**config.mk**
```make
export PLATFORM = sky130hd
export DESIGN_NAME = eprom_rd_ctrl
export DESIGN_NICKNAME = d
export VERILOG_FILES = /design/src/rtl/eprom_rd_pkg.sv /design/src/rtl/eprom_rd_timer.sv /design/src/rtl/eprom_rd_idle.sv /design/src/rtl/eprom_rd_seq.sv /design/src/rtl/eprom_rd_capture.sv /design/src/rtl/eprom_rd_ctrl.sv
export SDC_FILE = /design/constraint.sdc
export NUM_CORES = 1
export LEC_CHECK = 0
export BUFFER_PORTS_ARGS = -buffer_cell sky130_fd_sc_hd__buf_2
export CAP_MARGIN = 30
export CORE_MARGIN = 3
export CORE_UTILIZATION = 40
export DETAILED_ROUTE_END_ITERATION = 10
export PLACE_DENSITY = 0.66
export SLEW_MARGIN = 25
export SYNTH_ARGS = -nofsm -noshare
export SYNTH_HDL_FRONTEND = slang
export SYNTH_SLANG_ARGS = --single-unit
```
**constraint.sdc**
```tcl
create_clock -name clk -period 1.9 [get_ports clk]
set_input_delay 0.38 -clock clk [delete_from_list [all_inputs] [get_ports clk]]
set_output_delay 0.38 -clock clk [all_outputs]
set_load 0.01 [all_outputs]
```
**src/rtl/eprom_rd_pkg.sv**
```systemverilog
package eprom_rd_pkg;
  typedef enum logic [2:0] {
    PH_SLEEP  = 3'd0,
    PH_IDLE   = 3'd1,
    PH_SETUP  = 3'd2,
    PH_STROBE = 3'd3,
    PH_FLOAT  = 3'd4
  } phase_t;
endpackage

```
**src/rtl/eprom_rd_timer.sv**
```systemverilog
module eprom_rd_timer #(
  parameter int W = 8
) (
  input  logic         clk,
  input  logic         rst,
  input  logic         load,
  input  logic [W-1:0] load_val,
  output logic         done
);
  logic [W-1:0] cnt;

  always_ff @(posedge clk) begin
    if (rst)            cnt <= '0;
    else if (load)      cnt <= load_val;
    else if (cnt != '0) cnt <= cnt - 1'b1;
  end

  assign done = (cnt == '0);
endmodule

```
**src/rtl/eprom_rd_idle.sv**
```systemverilog
module eprom_rd_idle #(
  parameter int LIMIT = 16,
  localparam int W = $clog2(LIMIT + 1)
) (
  input  logic clk,
  input  logic rst,
  input  logic run,
  output logic expire
);
  logic [W-1:0] cnt;

  always_ff @(posedge clk) begin
    if (rst || !run) cnt <= '0;
    else if (!expire) cnt <= cnt + 1'b1;
  end

  assign expire = run && (cnt == W'(LIMIT - 1));
endmodule

```
**src/rtl/eprom_rd_seq.sv**
```systemverilog
module eprom_rd_seq
  import eprom_rd_pkg::*;
#(
  parameter int AW        = 14,
  parameter int ACC_CYC   = 50,
  parameter int OE_CYC    = 30,
  parameter int FLOAT_CYC = 26,
  parameter int IDLE_CYC  = 1000
) (
  input  logic          clk,
  input  logic          rst,
  input  logic          req_valid,
  input  logic [AW-1:0] req_addr,
  output logic          req_ready,
  output logic [AW-1:0] mem_addr,
  output logic          mem_ce_n,
  output logic          mem_oe_n,
  output logic          take
);
  localparam int SETUP_CYC = ACC_CYC - OE_CYC;
  localparam int TW = $clog2(ACC_CYC + FLOAT_CYC + 1);

  phase_t       phase;
  logic         accept;
  logic         t_load;
  logic [TW-1:0] t_val;
  logic         t_done;
  logic         sleep_now;

  assign accept = req_valid && req_ready;

  eprom_rd_timer #(.W(TW)) u_timer (
    .clk(clk), .rst(rst), .load(t_load), .load_val(t_val), .done(t_done)
  );

  eprom_rd_idle #(.LIMIT(IDLE_CYC)) u_idle (
    .clk(clk), .rst(rst), .run(phase == PH_IDLE && !accept), .expire(sleep_now)
  );

  always_comb begin
    t_load = 1'b0;
    t_val  = '0;
    take   = 1'b0;
    unique case (phase)
      PH_SLEEP, PH_IDLE: if (accept) begin
        t_load = 1'b1;
        t_val  = TW'(SETUP_CYC - 1);
      end
      PH_SETUP: if (t_done) begin
        t_load = 1'b1;
        t_val  = TW'(OE_CYC - 1);
      end
      PH_STROBE: if (t_done) begin
        t_load = 1'b1;
        t_val  = TW'(FLOAT_CYC - 1);
        take   = 1'b1;
      end
      default: ;
    endcase
  end

  always_ff @(posedge clk) begin
    if (rst) begin
      phase     <= PH_SLEEP;
      req_ready <= 1'b1;
      mem_addr  <= '0;
      mem_ce_n  <= 1'b1;
      mem_oe_n  <= 1'b1;
    end else begin
      unique case (phase)
        PH_SLEEP, PH_IDLE: begin
          if (accept) begin
            phase     <= PH_SETUP;
            req_ready <= 1'b0;
            mem_addr  <= req_addr;
            mem_ce_n  <= 1'b0;
          end else if (sleep_now) begin
            phase    <= PH_SLEEP;
            mem_ce_n <= 1'b1;
          end
        end
        PH_SETUP: if (t_done) begin
          phase    <= PH_STROBE;
          mem_oe_n <= 1'b0;
        end
        PH_STROBE: if (t_done) begin
          phase    <= PH_FLOAT;
          mem_oe_n <= 1'b1;
        end
        PH_FLOAT: if (t_done) begin
          phase     <= PH_IDLE;
          req_ready <= 1'b1;
        end
        default: phase <= PH_SLEEP;
      endcase
    end
  end
endmodule

```
**src/rtl/eprom_rd_capture.sv**
```systemverilog
module eprom_rd_capture #(
  parameter int DW = 8
) (
  input  logic          clk,
  input  logic          rst,
  input  logic          take,
  input  logic [DW-1:0] dq,
  output logic          valid,
  output logic [DW-1:0] data
);
  always_ff @(posedge clk) begin
    if (rst) begin
      valid <= 1'b0;
      data  <= '0;
    end else begin
      valid <= take;
      if (take) data <= dq;
    end
  end
endmodule

```
**src/rtl/eprom_rd_ctrl.sv**
```systemverilog
module eprom_rd_ctrl #(
  parameter int AW        = 14,
  parameter int DW        = 8,
  parameter int ACC_CYC   = 50,
  parameter int OE_CYC    = 30,
  parameter int FLOAT_CYC = 26,
  parameter int IDLE_CYC  = 1000
) (
  input  logic          clk,
  input  logic          rst,
  input  logic          req_valid,
  input  logic [AW-1:0] req_addr,
  output logic          req_ready,
  output logic          rsp_valid,
  output logic [DW-1:0] rsp_data,
  output logic [AW-1:0] mem_addr,
  output logic          mem_ce_n,
  output logic          mem_oe_n,
  input  logic [DW-1:0] mem_dq
);
  logic take;

  eprom_rd_seq #(
    .AW(AW), .ACC_CYC(ACC_CYC), .OE_CYC(OE_CYC),
    .FLOAT_CYC(FLOAT_CYC), .IDLE_CYC(IDLE_CYC)
  ) u_seq (
    .clk(clk), .rst(rst), .req_valid(req_valid), .req_addr(req_addr),
    .req_ready(req_ready), .mem_addr(mem_addr), .mem_ce_n(mem_ce_n),
    .mem_oe_n(mem_oe_n), .take(take)
  );

  eprom_rd_capture #(.DW(DW)) u_cap (
    .clk(clk), .rst(rst), .take(take), .dq(mem_dq),
    .valid(rsp_valid), .data(rsp_data)
  );
endmodule

```
==> metrics.cfg <==
[placement]
port_buffers=50
place_congestion=0.8498
dpl.hpwl_mm=2.846
dp_slack_ns=0.1294

[routing]
avgRoutedWirePerCell_um=12.35
via_per_inst=5.031
route.vias.total=1605
drc=0
ant_nets=0
dr.pass1.iters=4
drt_iter0_drc=80
finalWirelength_mm=3.939

[die]
fp.dieH_um=74.25
io_pins=51
die-width_um=74.25
initial_utilization=0.4221
die-area_um2=5512
row_count=24
core_area_um2=4414

[cells_and_area]
antenna_cells=0
fill_cells=439
layout_commonest_cell=buf_2
fin_util=0.5218
nNetsFinal=294
area.growth.synth_to_final_pct=23.64
most-common-layout-cells=50 x buf_2, 46 x dfxtp_1, 40 x nand2_1, 24 x a21oi_1, 14 x nor2_1
drive_gt1_frac=0.2959
multi_input_area_um2=878.3
regArea_um2=920.9

[sta]
max_slew_margin=0.6812
fin_ws_ns=0.2033
drv_slew=0
fin_worst_skew_ns=0.007772
max_freq_mhz=589.4
finalCritPeriodShare=0.8930
setup-tns-final_ns=0
grt_setup_unrepaired=false
tightest_slew_ns=0.4755
setup_viol=0
fin_crit_ns=1.697
finalHoldViolCount=0

[synth]
synth_area_leader_cell=dfxtp_1
synthArstFlopShare=0
synth-edff-count=0
synth_nets=239
synth_ff_type=dfxtp_1
yosys.area.top_type_share=0.4943
synth.avg_cell_area_um2=8.830
yosys.cell_types.count=33
synth-seq-cells=46
yosys_warnings=0
synth.area.top_cells=dfxtp_1 49%, nand2_1 8.1%, a21oi_1 6.4%
synth_cells=211
synthesis.area_um2=1863
yosysSeqAreaShare=0.4943

[critical_path]
rr_worst_depth=6
crit_arrival_ns=1.92
end_kind=flop
r2r-end=u_seq.u_timer.cnt[5]
critPathKind=flop to flop
rrSetupSlack_ns=0.20
r2r-start=u_seq.u_timer.cnt[0]
path_max_fanout=10
cp-start-kind=flop
startpoint=u_seq.u_timer.cnt[0]
crit_required_ns=2.12

[min_path]
hold_path_depth=2
min-delay-start=mem_dq[1]
hp-class=input pin to flop
min_to=u_cap.data[1]

[global_routing]
grt_remaining_overflow=0
grt_max_degree=27
first_global_vias=1435
grt_use_total=0.1486
antenna_found_initial=0
grt_pass1_wl_mm=6.465

[clocking]
clockBufferDepth=2
post_cts_buffers=0
cts.repair.resized=0
htree_num_levels=2
clkLatencyLatePin_ns=0.30
root_buffer=clkbuf_8
cts_buffers=5
cts_tree=done
cts.sinks=46
hold_buffers=0
clkTransAtPathRegs_ns=0.09

[status]
outcome=complete, no violations

[job]
max_cap_viol_count=0

[pwr]
ir_drop_uv=504.1
powerDensity_nw_per_um2=1108
leakage_nw=0.9870

## area by class of cell
cell class                      count  area share
Clock inverter                      3     0.01955
Sequential cell                    46      0.3998
Inverter                            4    0.006518
Multi-Input combinational cell    151      0.3813
Tap cell                           52     0.02825
Timing Repair Buffer               58      0.1347
Clock buffer                        5     0.02988
## metrics by stage
step           total power [mW]  cell area [um2]  instances  hold WS [ns]
2_1_floorplan             1.690             1863        211        0.4766
3_3_place_gp              1.838             2187        311        0.4392
3_5_place_dp              1.848             2187        311        0.4442
4_1_cts                   2.575             2301        319        0.2872
5_1_grt                   2.727             2303        319        0.2856
6_report                  2.553             2303        319        0.2925
## how the worst max path moves through the flow
stage | end | cells after the start | slack, ns
3_5_place_dp | u_cap.data[2] | 6 | 0.13
3_3_place_gp | u_cap.data[7] | 6 | 0.21
6_report | u_seq.u_timer.cnt[5] | 6 | 0.20
5_1_grt | u_cap.data[6] | 6 | 0.09
4_1_cts | u_cap.data[2] | 6 | 0.11
2_1_floorplan | u_seq.u_timer.cnt[5] | 7 | 0.23
## state kept, by name, indices dropped and copies added (netlist names)
| register | cells |
|---|---|
| u_cap.valid | 1 |
| u_seq.phase | 3 |
| u_seq.mem_ce_n | 1 |
| u_seq.u_idle.cnt | 10 |
| u_seq.mem_addr | 14 |
| u_seq.req_ready | 1 |
| u_cap.data | 8 |
| u_seq.mem_oe_n | 1 |
| u_seq.u_timer.cnt | 7 |
## cell families after synthesis
kind of cell    synth area share
buf+inv                  0.03559
simple gates              0.2424
flops                     0.4943
xor+xnor                 0.04701
mux                      0.01075
fa+ha+maj                0.02015
compound gates            0.1498
## worst max-delay path, stage by stage (launching register included)
cell	delay, ns
dfxtp_1	0.34
inv_1	0.09
ha_1	0.22
nor2b_2	0.18
and2_2	0.26
or3_1	0.36
a211oi_1	0.18
## cells in the mapped netlist (4+ instances only)
cell type,n
a22o_2,8
inv_1,4
nor3_1,7
xor2_1,7
o21ai_0,5
nand2_1,40
nand3_1,8
clkbuf_1,6
a21oi_1,24
dfxtp_1,46
nor2_1,14
nand4_1,5
## where the power goes
part | switching [mW] | total (mW) | internal [mW]
sequential | 0.108 | 1.17 | 1.06
combinational | 0.373 | 0.660 | 0.288
clock | 0.330 | 0.721 | 0.391
## metal layers
layer | vias to the layer above | global-route usage | part of all wire
li1 | 843 | - | -
met1 | 721 | 0.2161 | 0.50
met2 | 37 | 0.2156 | 0.43
met3 | 4 | 0.04595 | 0.060
met4 | 0 | 0.03557 | 0.0096
met5 | - | 0 | 0
Power figures use the tool's default switching activity.
